**src/rtl/lockreg_pkg.sv**
```systemverilog
package lockreg_pkg;

    localparam int STAT_W   = 8;
    localparam int CODE_W   = 3;
    localparam int FRAME_W  = 2 * STAT_W;

    localparam logic [STAT_W-1:0] OP_SET_LOCK = 8'h01;
    localparam logic [STAT_W-1:0] OP_GET_STAT = 8'h05;

    typedef logic [CODE_W-1:0] lock_code_t;

    typedef enum logic [1:0] {
        FR_OPCODE,
        FR_STATUS,
        FR_LOCK,
        FR_OTHER
    } fr_state_t;

    typedef struct packed {
        logic active;
        logic cs_rise;
        logic sck_rise;
        logic sck_fall;
        logic mosi;
    } spi_evt_t;

    // Region membership of one page for a given code.
    function automatic logic region_hit(input lock_code_t code,
                                        input int unsigned page,
                                        input int unsigned npages);
        int unsigned span;
        logic        hit;
        span = 32'd1;
        hit  = 1'b0;
        case (code)
            3'd0:    hit = 1'b0;
            3'd6:    hit = (page == 0);
            3'd7:    hit = (page < npages / 2);
            default: begin
                span = 32'd1 << (code - 3'd1);
                hit  = (page >= npages - span);
            end
        endcase
        return hit;
    endfunction

endpackage

```
**src/rtl/spi_edge_sync.sv**
```systemverilog
module spi_edge_sync
    import lockreg_pkg::*;
#(
    parameter int SYNC_STAGES = 2
) (
    input  logic     clk,
    input  logic     rst,
    input  logic     cs_n,
    input  logic     sck,
    input  logic     mosi,
    output spi_evt_t evt
);

    logic [SYNC_STAGES-1:0] sck_sr, cs_sr, mo_sr;
    logic sck_d, cs_d;
    logic sck_s, cs_s;

    always_ff @(posedge clk) begin
        if (rst) begin
            sck_sr <= '0;
            cs_sr  <= '1;
            mo_sr  <= '0;
            sck_d  <= 1'b0;
            cs_d   <= 1'b1;
        end else begin
            for (int i = SYNC_STAGES - 1; i > 0; i--) begin
                sck_sr[i] <= sck_sr[i-1];
                cs_sr[i]  <= cs_sr[i-1];
                mo_sr[i]  <= mo_sr[i-1];
            end
            sck_sr[0] <= sck;
            cs_sr[0]  <= cs_n;
            mo_sr[0]  <= mosi;
            sck_d     <= sck_sr[SYNC_STAGES-1];
            cs_d      <= cs_sr[SYNC_STAGES-1];
        end
    end

    assign sck_s = sck_sr[SYNC_STAGES-1];
    assign cs_s  = cs_sr[SYNC_STAGES-1];

    always_comb begin
        evt.active   = ~cs_s;
        evt.cs_rise  = cs_s & ~cs_d;
        evt.sck_rise = sck_s & ~sck_d & ~cs_s;
        evt.sck_fall = ~sck_s & sck_d & ~cs_s;
        evt.mosi     = mo_sr[SYNC_STAGES-1];
    end

endmodule

```
**src/rtl/frame_decoder.sv**
```systemverilog
module frame_decoder
    import lockreg_pkg::*;
#(
    parameter int CNT_W = $clog2(FRAME_W + 1) + 1
) (
    input  logic       clk,
    input  logic       rst,
    input  logic       active,
    input  logic       cs_rise,
    input  logic       sck_rise,
    input  logic       mosi,
    input  logic       wel,
    output logic       commit,
    output lock_code_t new_code,
    output logic       rd_open
);

    localparam int SH_W = STAT_W - 1;
    localparam logic [CNT_W-1:0] CNT_MAX = '1;

    logic [SH_W-1:0]   sh;
    logic [CNT_W-1:0]  cnt;
    fr_state_t         state;
    logic [STAT_W-1:0] next_byte;

    assign next_byte = {sh, mosi};

    always_ff @(posedge clk) begin
        if (rst) begin
            sh    <= '0;
            cnt   <= '0;
            state <= FR_OPCODE;
        end else if (!active) begin
            cnt   <= '0;
            state <= FR_OPCODE;
        end else if (sck_rise) begin
            sh <= next_byte[SH_W-1:0];
            if (cnt != CNT_MAX) cnt <= cnt + 1'b1;
            if (cnt == CNT_W'(STAT_W - 1)) begin
                if (next_byte == OP_GET_STAT)      state <= FR_STATUS;
                else if (next_byte == OP_SET_LOCK) state <= FR_LOCK;
                else                               state <= FR_OTHER;
            end
        end
    end

    assign commit   = cs_rise && (state == FR_LOCK) && (cnt == CNT_W'(FRAME_W)) && wel;
    assign new_code = sh[CODE_W-1:0];
    assign rd_open  = active && (state == FR_STATUS);

    // an accepted commit needs the enable and a full-length lock frame
    p_commit_gate_r3: assert property (@(posedge clk) disable iff (rst)
        commit |-> (wel && $past(cnt == CNT_W'(FRAME_W))));

    // the read window opens only once the opcode is complete
    p_read_after_op_r6: assert property (@(posedge clk) disable iff (rst)
        $rose(rd_open) |-> (cnt == CNT_W'(STAT_W)));

endmodule

```
**src/rtl/status_tx.sv**
```systemverilog
module status_tx
    import lockreg_pkg::*;
(
    input  logic       clk,
    input  logic       rst,
    input  logic       active,
    input  logic       sck_fall,
    input  logic       rd_open,
    input  logic       busy,
    input  lock_code_t code,
    output logic       miso
);

    localparam int PTR_W = $clog2(STAT_W);
    localparam logic [PTR_W-1:0] PTR_TOP = PTR_W'(STAT_W - 1);

    logic [STAT_W-1:0] stat_byte;
    logic [PTR_W-1:0]  ptr;

    assign stat_byte = {{(STAT_W-CODE_W){1'b0}}, code};

    always_ff @(posedge clk) begin
        if (rst) begin
            ptr  <= PTR_TOP;
            miso <= 1'b0;
        end else if (!active) begin
            ptr  <= PTR_TOP;
            miso <= 1'b0;
        end else if (rd_open && sck_fall) begin
            miso <= busy ? 1'b1 : stat_byte[ptr];
            ptr  <= ptr - 1'b1;
        end
    end

    // busy forces a high bit on the line
    p_busy_high_r7: assert property (@(posedge clk) disable iff (rst)
        (rd_open && sck_fall && busy) |=> miso);

    // the pointer walks on every output edge, busy or not
    p_ptr_walk_r7: assert property (@(posedge clk) disable iff (rst)
        (active && rd_open && sck_fall) |=> (ptr == $past(ptr) - 1'b1));

    // the line is quiet while deselected
    p_quiet_idle_r8: assert property (@(posedge clk) disable iff (rst)
        !active |=> !miso);

    // pad bits of the status byte read as zero
    p_pad_zero_r9: assert property (@(posedge clk) disable iff (rst)
        (active && rd_open && sck_fall && !busy && ptr >= PTR_W'(CODE_W)) |=> !miso);

endmodule

```
**src/rtl/region_decode.sv**
```systemverilog
module region_decode
    import lockreg_pkg::*;
#(
    parameter int ADDR_W = 9,
    parameter int PAGE_W = 4
) (
    input  lock_code_t        code,
    input  logic [ADDR_W-1:0] addr,
    output logic              hit
);

    localparam int PG_IDX_W = ADDR_W - PAGE_W;
    localparam int NPAGES   = 1 << PG_IDX_W;

    logic [PG_IDX_W-1:0] page;

    assign page = addr[ADDR_W-1:PAGE_W];

    always_comb begin
        hit = region_hit(code, 32'(page), NPAGES);
    end

endmodule

```
**src/rtl/lock_region_status.sv**
```systemverilog
module lock_region_status
    import lockreg_pkg::*;
#(
    parameter int ADDR_W      = 9,
    parameter int PAGE_W      = 4,
    parameter int SYNC_STAGES = 2
) (
    input  logic              clk,
    input  logic              rst,
    input  logic              spi_cs_n,
    input  logic              spi_sck,
    input  logic              spi_mosi,
    output logic              spi_miso,
    input  logic              wr_en_latch,
    input  logic              nv_busy,
    input  logic [ADDR_W-1:0] chk_addr,
    output logic              chk_locked,
    output logic [CODE_W-1:0] lock_code
);

    spi_evt_t   evt;
    logic       commit;
    logic       rd_open;
    lock_code_t new_code;
    lock_code_t code_q;

    spi_edge_sync #(.SYNC_STAGES(SYNC_STAGES)) u_sync (
        .clk  (clk),
        .rst  (rst),
        .cs_n (spi_cs_n),
        .sck  (spi_sck),
        .mosi (spi_mosi),
        .evt  (evt)
    );

    frame_decoder u_frame (
        .clk      (clk),
        .rst      (rst),
        .active   (evt.active),
        .cs_rise  (evt.cs_rise),
        .sck_rise (evt.sck_rise),
        .mosi     (evt.mosi),
        .wel      (wr_en_latch),
        .commit   (commit),
        .new_code (new_code),
        .rd_open  (rd_open)
    );

    always_ff @(posedge clk) begin
        if (rst)         code_q <= '0;
        else if (commit) code_q <= new_code;
    end

    status_tx u_tx (
        .clk      (clk),
        .rst      (rst),
        .active   (evt.active),
        .sck_fall (evt.sck_fall),
        .rd_open  (rd_open),
        .busy     (nv_busy),
        .code     (code_q),
        .miso     (spi_miso)
    );

    region_decode #(.ADDR_W(ADDR_W), .PAGE_W(PAGE_W)) u_region (
        .code (code_q),
        .addr (chk_addr),
        .hit  (chk_locked)
    );

    assign lock_code = code_q;

    // an accepted frame loads the decoded payload
    p_commit_load_r2: assert property (@(posedge clk) disable iff (rst)
        commit |=> (code_q == $past(new_code)));

    // the code holds between accepted frames
    p_code_hold_r4: assert property (@(posedge clk) disable iff (rst)
        !commit |=> $stable(code_q));

    // code zero never inhibits a write
    p_unlocked_free_r5: assert property (@(posedge clk) disable iff (rst)
        (code_q == '0) |-> !chk_locked);

endmodule

```
**config.mk**
```make
export PLATFORM = sky130hd
export DESIGN_NAME = lock_region_status
export DESIGN_NICKNAME = d
export VERILOG_FILES = /design/src/rtl/lockreg_pkg.sv /design/src/rtl/spi_edge_sync.sv /design/src/rtl/frame_decoder.sv /design/src/rtl/status_tx.sv /design/src/rtl/region_decode.sv /design/src/rtl/lock_region_status.sv
export SDC_FILE = /design/constraint.sdc
export NUM_CORES = 1
export LEC_CHECK = 0
export CORE_AREA = 4 4 84 86
export DETAILED_ROUTE_END_ITERATION = 8
export DIE_AREA = 0 0 88 90
export MAX_ROUTING_LAYER = met4
export PLACE_DENSITY = 0.52
export SLEW_MARGIN = 0
export SYNTH_ARGS = -nofsm -noshare
export SYNTH_HDL_FRONTEND = slang
export SYNTH_SLANG_ARGS = --single-unit
```
**constraint.sdc**
```tcl
create_clock -name clk -period 6.1 [get_ports clk]
set_input_delay 1.83 -clock clk [delete_from_list [all_inputs] [get_ports clk]]
set_output_delay 1.83 -clock clk [all_outputs]
set_load 0.05 [all_outputs]
```
* After elaboration in Yosys (flattened, before gate mapping)
Cells that the tools add are included.
** Storage, ports and cells
- Register bits after elaboration :: 30
- Bits of input ports :: 16
- Output and inout port bits :: 5
- Word-level logic and storage cells :: 54
** Cells by class
- Add/sub/neg operators :: 4
- $lt $le $gt $ge :: 3
- Eq/ne operators :: 9
- Shifts and indexed selects :: 1
- Multiplexer cells :: 6
- Bitwise gates (word level) :: 9
- Reductions and logical operators :: 11
** Operators by type and width (count)
- $ge A5 B32 Y1 :: 1
- $shl A1 B3 Y32 const A :: 1
- $sub A6 B32 Y32 const A :: 1
- $eq A8 B1 Y1 const B :: 1
- $eq A8 B3 Y1 const B :: 1
- $add A6 B1 Y6 const B :: 1
- $eq A3 B3 Y1 const B :: 2
- $eq A6 B3 Y1 const B :: 1
- $eq A6 B5 Y1 const B :: 1
- $ne A6 B6 Y1 const B :: 1
- $reduce_and A2 Y1 :: 3
- $sub A3 B1 Y3 const B :: 2
- $and A1 B1 Y1 :: 5
- $logic_and A1 B1 Y1 :: 5
- $logic_not A5 Y1 :: 1
- $lt A5 B5 Y1 const B :: 1
- $lt A3 B4 Y1 const B :: 1
- $not A1 Y1 :: 4
- $bmux W1 S3 :: 1
- $logic_not A3 Y1 :: 1
- $mux W1 :: 3
- $pmux W1 S3 :: 1
- $eq A2 B1 Y1 const B :: 1
- $eq A2 B2 Y1 const B :: 1
- other kinds (2) :: 2

* Logic depth before layout (Yosys ltp)
- Depth in word-level cells :: 5
- Depth in mapped cells :: 13
- Mapped depth without buffers :: 12

* Modules after synthesis
A second synthesis with hierarchy kept.
** Unflattened totals
- Cells, all modules :: 186
- Area, all modules :: 1634.1 µm²
** By module, submodules not included
- frame_decoder :: times used 1, cells an instance 85, area an instance 744.5 µm², sequential area each 300.3 µm²
- region_decode :: times used 1, cells an instance 48, area an instance 347.8 µm², sequential area each 0.0 µm²
- spi_edge_sync :: times used 1, cells an instance 21, area an instance 242.7 µm², sequential area each 160.2 µm²
- status_tx :: times used 1, cells an instance 23, area an instance 197.7 µm², sequential area each 80.1 µm²
- lock_region_status :: times used 1, cells an instance 9, area an instance 101.3 µm², sequential area each 60.1 µm²

* Least setup slack after synthesis
OpenSTA, ideal clock, no wires.
- Path kind :: flip-flop to output port
- Start point :: reg code_q[0] (netlist: lock_code[0])
- End point :: out chk_locked
- Data arrival time :: 4436 ps
- Data required time :: 4270 ps
- Setup slack :: -166 ps
- Cell stages (with the launch flop) :: 14
- Cell sequence :: dfxtp_1 clkbuf_1 nor2_1 ha_1 nand2_1 or2_2 ha_1 nand2b_1 mux2i_1 o21ai_0 ha_1 a21o_1 a31oi_1 o41ai_1
** On the way
- Longest elaborated chain between the ends :: 5
- Elaborated cells on any way between the ends :: 8
** RTL lines
- start, declared :: line lock_region_status.sv:25 : lock_code_t code_q;
- start signal, assigned :: line lock_region_status.sv:51 : else if (commit) code_q <= new_code;
- $sub A3 B1 Y3 :: line lockreg_pkg.sv:40 : span = 32'd1 << (code - 3'd1);
- $shl A1 B3 Y32 :: line lockreg_pkg.sv:40
- $sub A6 B32 Y32 :: line lockreg_pkg.sv:41 : hit = (page >= npages - span);
- $ge A5 B32 Y1 :: line lockreg_pkg.sv:41
- $pmux W1 S3 (*) :: line lockreg_pkg.sv:35 : case (code)
- end, declared :: line lock_region_status.sv:17 : output logic chk_locked,
Every way passes the cells marked *; elsewhere a longest branch is shown, timed or not.

* Final worst setup path
- Start point :: in chk_addr[4]
- End point :: out chk_locked
** On the way
- Longest elaborated chain between the ends :: 2
- Elaborated cells on any way between the ends :: 4
** RTL lines
- start, declared :: line lock_region_status.sv:16 : input logic [ADDR_W-1:0] chk_addr,
- $ge A5 B32 Y1, or another cell as far along :: line lockreg_pkg.sv:41
- $pmux W1 S3 (*) :: line lockreg_pkg.sv:35
Marked as above.

==> impl_results.md <==
- First-pass GRT wire length: 5140 um
- Post-synth top area share: 38.9%
- Ratio of cells with drive above 1 in the final layout: 8.21%
- CTS Root Cell: clkbuf_8
- Clock group share of total power: 47.2%
- Cells along the critical path: clkdlybuf4s50_1 -> inv_1 -> ha_1 -> nor2b_1 -> o21ai_0 -> a31oi_1 -> o41ai_2 -> buf_4
- Comb pwr share: 4.0%
- Fin nets: 222
- Post-Route WL: 2820 um
- RSZ-0062 raised after global routing: no
- Routed vias: 1190
- Cts hold-fix bufs: 0
- Placed Area: 1780 um^2
- Reg power frac: 48.7%
- Reg clk slew, reported paths: 60 ps
- Gr usage total: 8.37%
- Synth Instances: 177
- CP top delay family: buffers and inverters
- H-Tree Depth: 2
- Initial Util: 24.6%
- Post-DRT Antenna Nets: 0
- WS Path Type: input port to output pin
- Post-route cell area: 1890 um^2
- VDD IR-drop max: 0.0946 mV
- First drt pass iteration count: 4
- Synth cell types: 39
- Diodes inserted: 0
- Synthesized Nets: 205
- Leak Pwr: 0.771 nW
- Initial drt markers: 29
- Worst Hold Depth: 1
- Internal power: 0.328 mW
- Initial antenna violation count: 0
- DR vias/cell: 4.38
- Place WS: 695 ps
- Number of fill cells in the layout: 676
- Synth Register Bits: 30
- CP max-delay cell: clkdlybuf4s50_1
- Type of the most critical hold path: register to register
- Worst Reg2Reg Path Length in Cells: 4
- TNS Setup: 0 ps
- Final worst slack: 699 ps
- Sw Share: 19.7%
- Commonest non-fill, non-tap cell in the layout: dfxtp_1
- DRC violations left: 0
- Fin util: 30.1%
- Outcome: completed
- Die Area: 7920 um^2
- CP Max Fanout: 2
- Syn avg cell area: 8.72 um^2
- Post-synthesis sequential area ratio: 38.9%
- Slew @ Worst Pin: 617 ps
- Period minus WS final: 5400 ps
- Wire per inst: 10.4 um
- GPL Wtd Cong: 0.745
- P_sw: 0.0805 mW
- CTS Buf Count: 5
- Worst EP required: 4270 ps
- CTS resizes: 0
- Max-Cap Viols: 0
- Final HPWL DP: 2010 um
- Hold path start: u_sync.cs_sr[0]
- FMAX: 0.185 GHz
- CP arrival: 3570 ps
- GR Overflow Total: 0
- CP Launch Point: chk_addr[4]
- Commonest non-fill, non-tap cells in the layout: dfxtp_1 (30), nand2_1 (18), clkdlybuf4s50_1 (15)
- Chip height: 90 um
- Max_slew headroom: 58.8%
- Largest net degree at the start of global routing: 19
- Slew Limit Fails: 0
- Post-synth top area cell: dfxtp_1
- Crit. End Element: output pin
- Post-Syn Area: 1540 um^2
- Reg-to-Reg Start: u_sync.cs_sr[1]
- Die X: 88 um
- CP peak stage delay: 480 ps
- Final Cycle Share: 88.5%
- Site row count: 29
- TritonCTS clock tree: done
- Core area: 6280 um^2
- Pwr Density: 217 nW/um^2
- Io pins: 21
- Count of clock tree sinks: 30
- Buf/Inv on CP: 3
- Final hold vios: 0
- Startpoint types: input port
- CTS max path bufs: 2
- Total setup buffers inserted after CTS: 0
- Final clock skew: 3.06 ps
- Area Growth Syn to Fin: 22.2%
- Synth area leaders: dfxtp_1 (39%), ha_1 (9.7%), mux2i_1 (4.5%)
- Setup Viol. Count Final: 0
- I/O Buffers: 16
- Critical Path Stages: 8
- Later-pin clock latency in the skew report: 280 ps
- Syn. warnings: 0
- Vias in the first global route: 1149
==> layout make-up <==
class	count	area (um^2)	area share, %
clock buffer	5	68.8	3.65
multi-input combinational	128	871	46.2
tap	77	96.3	5.11
inverter	12	45.0	2.39
sequential	30	601	31.8
clock inverter	3	40.0	2.12
timing repair buffer	17	165	8.75
==> worst register-to-register path, cell delays in order, from the launching register on <==
cell and delay [ps]:
dfxtp_1 340, nor2_1 390, clkinv_1 370, a211oi_1 310
a41o_1 120
==> sequential cells by signal (all words and copies together) (netlist names) <==
signal	cells
u_frame.cnt	6
u_sync.mo_sr	2
u_sync.cs_sr	2
lock_code	3
u_sync.cs_d	1
u_frame.sh	7
u_tx.ptr	3
u_tx.miso	1
u_frame.state	2
u_sync.sck_sr	2
u_sync.sck_d	1
==> worst paths after layout <==
path	endpoint	slack, ps
min	u_sync.cs_sr[1]	410
min reg2reg	u_sync.cs_sr[1]	410
max	chk_locked	700
max reg2reg	u_frame.cnt[2]	4520
==> logic make-up after synthesis <==
kind of cell	count (synthesis)	synth area share, %
compound gates	31	13.4
xor+xnor	5	2.84
fa+ha+maj	12	9.72
buf+inv	19	5.19
flops	30	38.9
mux	7	4.54
simple gates	73	25.4
==> synth_stat cells, drive strengths merged <==
| cell type | n |
|---|---|
| nor4 | 2 |
| nor4b | 1 |
| nor2b | 7 |
| mux2i | 7 |
| o211a | 1 |
| xor2 | 2 |
| dfxtp | 30 |
| nor3 | 3 |
| and4 | 1 |
| clkinv | 1 |
| or3b | 1 |
| o21ai | 8 |
| and2 | 1 |
| or2 | 4 |
| and3 | 3 |
| nand4bb | 1 |
| a41o | 1 |
| nand3 | 4 |
| nor3b | 2 |
| buf | 2 |
| nand2 | 18 |
| nor4bb | 1 |
| inv | 11 |
| nand3b | 2 |
| nand4 | 4 |
| o311ai | 1 |
| ha | 12 |
| a211oi | 2 |
| a31oi | 1 |
| a21oi | 13 |
| clkbuf | 5 |
| xnor2 | 3 |
| nor2 | 14 |
| a41oi | 1 |
| o41ai | 1 |
| a21o | 2 |
| and4b | 1 |
| nand2b | 3 |
==> stage by stage <==
step	instances	power, mW	hold slack [ps]
after floorplan	177	0.210	389
after global placement	264	0.220	398
after detailed placement	264	0.220	396
after CTS	272	0.417	416
after global routing	272	0.430	446
final	272	0.409	413
==> per-layer routing <==
| metal | vias to the layer above | share of wire (%) | GRT usage (%) |
|---|---|---|---|
| li1 | 650 | - | - |
| met1 | 517 | 51 | 10.3 |
| met2 | 21 | 43 | 12.0 |
| met3 | 2 | 6.2 | 3.66 |
| met4 | 0 | 0.64 | 3.07 |
| met5 | - | 0 | - |
==> power groups by stage <==
stage	Sequential [mW]	Clock, mW	Combinational [mW]
6_report	0.199	0.193	0.0164
5_1_grt	0.199	0.212	0.0185
4_1_cts	0.199	0.201	0.0167
3_5_place_dp	0.203	0	0.0166
3_3_place_gp	0.203	0	0.0166
2_1_floorplan	0.203	0	0.00717
Power figures use the tool's default switching activity.
